## src/rtl/lcd_drv_pkg.sv

```systemverilog
package lcd_drv_pkg;
  localparam int CMD_W = 8;
  localparam int BUS_W = 16;

  typedef enum logic [1:0] {
    ST_IDLE = 2'd0,
    ST_CMD  = 2'd1,
    ST_DATA = 2'd2
  } seq_state_t;
endpackage

```

## src/rtl/lcd_powerup.sv

```systemverilog
module lcd_powerup #(
  parameter int RST_HOLD = 1000
) (
  input  logic clk,
  input  logic rst,
  output logic panel_rst_n,
  output logic panel_on
);
  localparam int CW = $clog2(RST_HOLD + 1);
  localparam logic [CW-1:0] LAST = CW'(RST_HOLD - 1);

  logic [CW-1:0] cnt;

  always_ff @(posedge clk) begin
    if (rst) begin
      cnt         <= '0;
      panel_rst_n <= 1'b0;
      panel_on    <= 1'b0;
    end else begin
      panel_on <= 1'b1;
      if (!panel_rst_n) begin
        if (cnt == LAST) panel_rst_n <= 1'b1;
        else             cnt <= cnt + 1'b1;
      end
    end
  end


  rst_stays_released_chk: assert property (@(posedge clk) disable iff (rst)
    panel_rst_n |=> panel_rst_n);
endmodule

```

## src/rtl/lcd_strobe_gen.sv

```systemverilog
module lcd_strobe_gen #(
  parameter int WR_LOW = 2,
  parameter int HOLD   = 1
) (
  input  logic clk,
  input  logic rst,
  input  logic start,
  output logic wr_n,
  output logic rise_evt,
  output logic cyc_end
);
  localparam int PERIOD = WR_LOW + HOLD;
  localparam int PH_W   = $clog2(PERIOD + 1);
  localparam logic [PH_W-1:0] LOW_LAST = PH_W'(WR_LOW - 1);
  localparam logic [PH_W-1:0] END_PH   = PH_W'(PERIOD - 1);

  logic            active;
  logic [PH_W-1:0] ph;

  assign rise_evt = active && (ph == LOW_LAST);
  assign cyc_end  = active && (ph == END_PH);

  always_ff @(posedge clk) begin
    if (rst) begin
      active <= 1'b0;
      ph     <= '0;
      wr_n   <= 1'b1;
    end else if (start) begin
      active <= 1'b1;
      ph     <= '0;
      wr_n   <= 1'b0;
    end else if (active) begin
      if (cyc_end) begin
        active <= 1'b0;
      end else begin
        ph <= ph + 1'b1;
        if (rise_evt) wr_n <= 1'b1;
      end
    end
  end


  strobe_min_low_chk: assert property (@(posedge clk) disable iff (rst)
    ((WR_LOW > 1) && $fell(wr_n)) |=> !wr_n);
endmodule

```

## src/rtl/lcd_word_counter.sv

```systemverilog
module lcd_word_counter #(
  parameter int CNT_W = 17
) (
  input  logic             clk,
  input  logic             rst,
  input  logic             load,
  input  logic [CNT_W-1:0] load_val,
  input  logic             dec,
  output logic [CNT_W-1:0] remaining
);
  always_ff @(posedge clk) begin
    if (rst)       remaining <= '0;
    else if (load) remaining <= load_val;
    else if (dec)  remaining <= remaining - 1'b1;
  end


  no_underflow_chk: assert property (@(posedge clk) disable iff (rst)
    dec |-> (remaining != '0));
endmodule

```

## src/rtl/lcd_bus_driver.sv

```systemverilog
module lcd_bus_driver
  import lcd_drv_pkg::*;
#(
  parameter int MAX_WORDS = 76800,
  parameter int WR_LOW    = 2,
  parameter int HOLD      = 1,
  parameter int RST_HOLD  = 1000,
  parameter int CNT_W     = $clog2(MAX_WORDS + 1)
) (
  input  logic             clk,
  input  logic             rst,
  input  logic [CMD_W-1:0] cmd_code,
  input  logic [CNT_W-1:0] word_count,
  input  logic [BUS_W-1:0] data_word,
  output logic             word_sent,
  output logic             last_word,
  output logic             cmd_busy,
  output logic             lcd_on,
  output logic             lcd_rst_n,
  output logic             lcd_cs_n,
  output logic             lcd_rs,
  output logic             lcd_wr_n,
  output logic             lcd_rd_n,
  output logic [BUS_W-1:0] lcd_dq
);
  localparam logic [CNT_W-1:0] ONE = CNT_W'(1);
  localparam logic [CNT_W-1:0] TWO = CNT_W'(2);

  seq_state_t       state;
  logic [CNT_W-1:0] remaining;
  logic             ready, accept, start;
  logic             rise_evt, cyc_end;
  logic             cmd_fin, data_fin, next_word, finish, last_next;

  lcd_powerup #(.RST_HOLD(RST_HOLD)) u_pwr (
    .clk(clk), .rst(rst), .panel_rst_n(lcd_rst_n), .panel_on(lcd_on)
  );

  assign ready     = lcd_rst_n;
  assign accept    = (state == ST_IDLE) && ready && (cmd_code != '0);
  assign cmd_fin   = cyc_end && (state == ST_CMD);
  assign data_fin  = cyc_end && (state == ST_DATA);
  assign next_word = (cmd_fin && (remaining != '0)) || (data_fin && (remaining != ONE));
  assign finish    = (cmd_fin && (remaining == '0)) || (data_fin && (remaining == ONE));
  assign last_next = cmd_fin ? (remaining == ONE) : (remaining == TWO);
  assign start     = accept || next_word;

  lcd_strobe_gen #(.WR_LOW(WR_LOW), .HOLD(HOLD)) u_strobe (
    .clk(clk), .rst(rst), .start(start),
    .wr_n(lcd_wr_n), .rise_evt(rise_evt), .cyc_end(cyc_end)
  );

  lcd_word_counter #(.CNT_W(CNT_W)) u_cnt (
    .clk(clk), .rst(rst), .load(accept), .load_val(word_count),
    .dec(data_fin), .remaining(remaining)
  );

  assign lcd_rd_n = 1'b1;

  always_ff @(posedge clk) begin
    if (rst) begin
      state     <= ST_IDLE;
      lcd_cs_n  <= 1'b1;
      lcd_rs    <= 1'b1;
      lcd_dq    <= '0;
      cmd_busy  <= 1'b0;
      last_word <= 1'b0;
      word_sent <= 1'b0;
    end else begin
      word_sent <= rise_evt && (state == ST_DATA);
      if (accept) begin
        state    <= ST_CMD;
        lcd_cs_n <= 1'b0;
        lcd_rs   <= 1'b0;
        lcd_dq   <= {{(BUS_W-CMD_W){1'b0}}, cmd_code};
        cmd_busy <= 1'b1;
      end else if (next_word) begin
        state     <= ST_DATA;
        lcd_rs    <= 1'b1;
        lcd_dq    <= data_word;
        last_word <= last_next;
      end else if (finish) begin
        state     <= ST_IDLE;
        lcd_cs_n  <= 1'b1;
        lcd_rs    <= 1'b1;
        lcd_dq    <= '0;
        cmd_busy  <= 1'b0;
        last_word <= 1'b0;
      end
    end
  end


  dq_stable_low_chk: assert property (@(posedge clk) disable iff (rst)
    (!lcd_wr_n && !$past(lcd_wr_n)) |-> $stable(lcd_dq));

  dq_held_at_rise_chk: assert property (@(posedge clk) disable iff (rst)
    $rose(lcd_wr_n) |-> $stable(lcd_dq));

  strobe_needs_select_chk: assert property (@(posedge clk) disable iff (rst)
    !lcd_wr_n |-> !lcd_cs_n);

  read_idle_chk: assert property (@(posedge clk) disable iff (rst)
    lcd_rd_n);

  no_busy_in_panel_reset_chk: assert property (@(posedge clk) disable iff (rst)
    !lcd_rst_n |-> !cmd_busy);

  sent_single_chk: assert property (@(posedge clk) disable iff (rst)
    word_sent |=> !word_sent);

  sent_after_rise_chk: assert property (@(posedge clk) disable iff (rst)
    word_sent |-> ($rose(lcd_wr_n) && lcd_rs));

  last_in_data_chk: assert property (@(posedge clk) disable iff (rst)
    last_word |-> (cmd_busy && lcd_rs));

  idle_bus_chk: assert property (@(posedge clk) disable iff (rst)
    lcd_cs_n |-> (lcd_wr_n && lcd_rs && (lcd_dq == '0)));
endmodule

```

## config.mk

```make
export PLATFORM = sky130hd
export DESIGN_NAME = lcd_bus_driver
export DESIGN_NICKNAME = d
export VERILOG_FILES = /design/src/rtl/lcd_drv_pkg.sv /design/src/rtl/lcd_powerup.sv /design/src/rtl/lcd_strobe_gen.sv /design/src/rtl/lcd_word_counter.sv /design/src/rtl/lcd_bus_driver.sv
export SDC_FILE = /design/constraint.sdc
export NUM_CORES = 1
export LEC_CHECK = 0
export ABC_AREA = 1
export BUFFER_PORTS_ARGS = -buffer_cell sky130_fd_sc_hd__buf_2
export CAP_MARGIN = 20
export CORE_UTILIZATION = 40
export DETAILED_ROUTE_END_ITERATION = 6
export SLEW_MARGIN = 20
export SYNTH_ARGS = -nofsm -noshare
export SYNTH_HDL_FRONTEND = slang
export SYNTH_SLANG_ARGS = --single-unit
```

## constraint.sdc

```tcl
create_clock -name clk -period 3.6 [get_ports clk]
set_clock_uncertainty 0.15 [all_clocks]
set_input_delay 0.72 -clock clk [delete_from_list [all_inputs] [get_ports clk]]
set_output_delay 0.72 -clock clk [all_outputs]
set_load 0.02 [all_outputs]
```

# Word level (Yosys, flattened, before mapping)
# Index checks and enable logic that the tools add are counted.
[word_totals]
register_bits = 56
latch_bits = 0
ram_bits = 0
romBits = 0
inputBits = 43
n_memories = 0
[op_classes]
add_sub_neg = 3
n_mul = 0
div = 0
order_cmp = 0
n_eq_ne = 10
shifts = 0
n_mux = 28
bitwise = 4
reduce_logical = 31
[ops]
columns = ["operator", "n"]
rows = [
  ["$mux W17", 2],
  ["$mux W16", 2],
  ["$mux W1", 21],
  ["$eq A17 B1 Y1 const B", 1],
  ["$eq A17 B2 Y1 const B", 1],
  ["$logic_not A17 Y1", 1],
  ["$ne A17 B1 Y1 const B", 1],
  ["$reduce_bool A17 Y1", 1],
  ["$sub A17 B1 Y17 const B", 1],
  ["$logic_and A1 B1 Y1", 11],
  ["$add A10 B1 Y10 const B", 1],
  ["$eq A10 B10 Y1 const B", 1],
  ["$reduce_bool A2 Y1", 5],
  ["$mux W8", 1],
  ["$reduce_and A2 Y1", 4],
  ["$reduce_bool A8 Y1", 1],
  ["$eq A2 B1 Y1 const B", 2],
  ["$eq A2 B2 Y1 const B", 2],
  ["$mux W2", 2],
  ["$ne A2 B2 Y1 const B", 2],
  ["$not A1 Y1", 4],
  ["$reduce_or A2 Y1", 2],
  ["$logic_or A1 B1 Y1", 3],
  ["$reduce_and A3 Y1", 1],
  ["3 further kinds", 3],
]

# Depth between registers and ports, before layout
[logic_depth]
word_depth = 8
mapped_depth = 13
mapped_depth_nobuf = 13

# Modules after synthesis
# A second synthesis with hierarchy kept.
[hier_totals]
cells_unflattened = 461
hier_area_um2 = 3109.2
[modules_own_cells]
columns = ["mod", "n_inst", "cells_each", "area_per_inst_um2"]
rows = [
  ["lcd_word_counter", 1, 179, 1157.4],
  ["lcd_bus_driver", 1, 164, 1136.1],
  ["lcd_powerup", 1, 85, 600.6],
  ["lcd_strobe_gen", 1, 33, 215.2],
]

# Least setup slack after synthesis
# No wires, ideal clock.
[synth_timing]
path_type = "in2reg"
from = "in cmd_code[2]"
to = "reg u_cnt.remaining[4]"
setup_ns = 0.132
t_arrival_ns = 1.558
t_required_ns = 3.318
setup_slack_ns = 1.760
cell_stages = 7
cell_sequence = "nor2_1 > nand4_1 > nand2_2 > clkbuf_1 > o31ai_1 > o21ai_0 > a21oi_1"
[synth_between]
elab_chain_len = 3
elab_cells_between_ends = 4
classes_between = "mux (1); reduce/logical (3)"
[synth_rtl]
columns = ["item", "line", "rtl"]
rows = [
  ["from (decl)", "lcd_bus_driver.sv:12", "input logic [CMD_W-1:0] cmd_code,"],
  ["$reduce_bool A8 Y1 *", "lcd_bus_driver.sv:40", "assign accept = (state == ST_IDLE) && ready && (cmd_code != '0);"],
  ["$logic_and A1 B1 Y1 *", "lcd_bus_driver.sv:40", ""],
  ["$mux W17 or $reduce_bool A2 Y1 (tied branches)", "-", ""],
  ["to (signal assigned)", "lcd_word_counter.sv:13", "else if (load) remaining <= load_val;"],
  ["to (signal assigned)", "lcd_word_counter.sv:14", "else if (dec) remaining <= remaining - 1'b1;"],
  ["to (decl)", "lcd_word_counter.sv:9", "output logic [CNT_W-1:0] remaining"],
]
# Every way passes the cells marked *; elsewhere a longest branch is shown, timed or not.
# A chain may end at the register's enable or synchronous reset.

# Final worst setup path
[layout_timing]
from = "in cmd_code[0]"
to = "reg lcd_dq[2]"
[layout_between]
elab_chain_len = 3
elab_cells_between_ends = 4
classes_between = "mux (1); reduce/logical (3)"
[layout_rtl]
columns = ["item", "line", "rtl"]
rows = [
  ["$reduce_bool A8 Y1 *", "lcd_bus_driver.sv:40", ""],
  ["$logic_and A1 B1 Y1 *", "lcd_bus_driver.sv:40", ""],
  ["$reduce_bool A3 Y1 (no line) or $mux W8 (tied branches)", "-", ""],
  ["to (signal assigned)", "lcd_bus_driver.sv:75", "lcd_dq <= {{(BUS_W-CMD_W){1'b0}}, cmd_code};"],
  ["to (signal assigned)", "lcd_bus_driver.sv:80", "lcd_dq <= data_word;"],
  ["to (decl)", "lcd_bus_driver.sv:24", "output logic [BUS_W-1:0] lcd_dq"],
]
# Marked as above.

==> results.toml <==
[outcome]
status = "finished clean"

[logic_synthesis]
syn_area_um2 = 3094
yosysWarnings = 0
syn-instance-count = 464
synth-seq-area-share_pct = 36.23
synthDistinctLibCells = 36
ys_seq_elements = 56
synth_fp_nets = 514
syn_area_per_cell_um2 = 6.669

[placement]
hpwlAfterDp_um = 5576
port_buffers = 66
place_congestion = 0.8015
place_inst = 616

[finish]
layout-drive-gt1-share_pct = 22.48
final_common_cell = "nand2_1"
final_cell_count_no_fill = 624
antenna_cells = 0
final_util_pct = 48.52
area_growth_syn_to_layout_pct = 15.57
nNetsFinal = 574
layout_common_cells = "133 x nand2_1, 66 x buf_2, 56 x dfxtp_1"

[clock_network]
root_buffer = "clkbuf_8"
path_clk_slew_ns = 0.11
cts_tree = "done"
clkLatencyLatePin_ns = 0.31
clockBufferDepth = 2
cts-htree-levels = 2
cts_resized = 0
numCtsBuffers = 5
hold_buffers = 0
clock-sinks = 56
post-cts-setup-buffer-count = 0

[timing]
worst_pin_slew_ns = 0.6518
slew_violations = 0
max_slew_margin_pct = 56.55
rsz0062_at_grt = "no"
setup_tns_ns = 0
fmax_mhz = 438.6
finalHoldViolations = 0
holdWs_ns = 0.3212
fin_crit_ns = 2.280
fin_crit_sh_pct = 63.33
setup_viol = 0

[drt]
postRouteAntennaNets = 0
num_vias = 3061
viasPerCell = 4.905
drc = 0
initialDrtViolationCount = 172
wire_per_inst_um = 12.29
wl_um = 7669
dr.pass1.iters = 4

[grt]
grt-ovfl-total = 0
gr-usage-all-layers_pct = 20.01
met1_usage_pct = 28.03
grt_pass1_wl_um = 13520
met2_usage_pct = 32.18
grt_antenna_before_repair = 0
grt_max_degree = 31
top_usage_layer = "met2"
grt_util_met3_pct = 3.469
grt_pass1_vias = 2887

[critical_path]
startpoint_type = "input pin"
critPathRequiredTime_ns = 3.71
critical_path.max_stage_delay_ns = 0.31
crit_chain = "buf_2 -> nor2_1 -> nand4_1 -> nand2_2 -> inv_2 -> nor2_2 -> inv_2 -> nor2_2 -> nand2_1 -> nand2_1"
crit_type = "input pin to flop"
ff2ff_setup_slack_ns = 1.34
crit_slowest_cell = "nor2_2"
critical_path_arrival_ns = 2.39
end_kind = "flop"
cp_max_fo = 21

[power_and_ir_drop]
leakagePower_nw = 1.706
ir_drop_v = 0.0001729
p_total_w = 0.001038
power_density_nw_per_um2 = 290.3

[die]
die_width_um = 89.95
fp-row-count = 31
die_area_um2 = 8091
core_um2 = 7370
start_util_pct = 41.99
die_h_um = 89.95
ioPinCount = 68

[min_path]
hp-class = "flop to flop"

[job]
cap_violations = 0
==> power by group <==
| part | switching (W) | internal, W | total (W) |
|---|---|---|---|
| sequential | 0.00000343 | 0.000623 | 0.000626 |
| combinational | 0.0000287 | 0.0000219 | 0.0000506 |
| clock | 0.000221 | 0.000140 | 0.000361 |
| total | 0.000253 | 0.000785 | 0.00104 |
==> path summary, 6_finish.rpt <==
kind,endpoint,cells past startpoint,start
max,lcd_dq[2]$_SDFFE_PP0P_,10,cmd_code[0]
min,lcd_dq[9]$_SDFFE_PP0P_,2,lcd_dq[9]$_SDFFE_PP0P_
max reg2reg,lcd_dq[2]$_SDFFE_PP0P_,10,u_strobe.ph[0]$_SDFFE_PP0P_
min reg2reg,lcd_dq[9]$_SDFFE_PP0P_,2,lcd_dq[9]$_SDFFE_PP0P_
==> layout make-up <==
type | instances | area, um2
Clock buffer | 5 | 68.82
Timing Repair Buffer | 69 | 352.8
Clock inverter | 3 | 22.52
Multi-Input combinational cell | 341 | 1695
Inverter | 51 | 191.4
Fill cell | 819 | 3794
Sequential cell | 56 | 1121
Tap cell | 99 | 123.9
==> registers in the layout, indices dropped and copies added, names as in the netlist, 2 cells and up <==
signal / count
u_pwr.cnt: 10
state: 2
u_strobe.ph: 2
u_cnt.remaining: 17
lcd_dq: 16
==> cell usage after synthesis (all sizes together) <==
library cell | n | area, um2
nand2 | 144 | 573.1
nor2 | 66 | 300.3
dfxtp | 56 | 1121
inv | 51 | 191.4
nand3 | 36 | 180.2
a21oi | 28 | 162.7
o21ai | 13 | 65.06
nand4 | 12 | 81.33
buf | 10 | 63.81
nor3 | 8 | 45.04
ha | 7 | 87.58
clkbuf | 6 | 22.52
xor2 | 6 | 52.55
o211ai | 4 | 30.03
a31oi | 3 | 18.77
or2 | 3 | 18.77
nand3b | 2 | 15.01
o31ai | 2 | 15.01
xnor2 | 2 | 17.52
and3 | 1 | 6.260
conb | 1 | 3.750
nor3b | 1 | 7.510
o22ai | 1 | 6.260
o41ai | 1 | 8.760
==> kinds of logic after synthesis <==
group / after synthesis / synth area share [%]
and+or+nand+nor: 273 / 39.67
xor gates and xnor gates: 8 / 2.265
DFF: 56 / 36.23
adders and majority gates: 7 / 2.830
buffers and inverters: 67 / 8.977
other: 1 / 0.1212
AOI/OAI and AO/OA: 52 / 9.907
==> through the flow <==
stage	setup slack, ns	instance area, um2
global placement	0.9804	3485
global route	1.078	3576
floorplan	1.760	3094
finish	1.320	3576
detailed placement	0.9704	3485
CTS	1.300	3576
==> per-layer routing <==
layer  up-vias  wire length [um]
li1       1591                 -
met1      1393              3838
met2        72              3422
met3         5               361
met4         0                46
met5         -                 0
==> worst max-delay path: cells and delay by family <==
kind / cells / cell delay, ns
buf+inv: 3 / 0.51
simple gates: 7 / 1.14
Power figures use the tool's default switching activity.
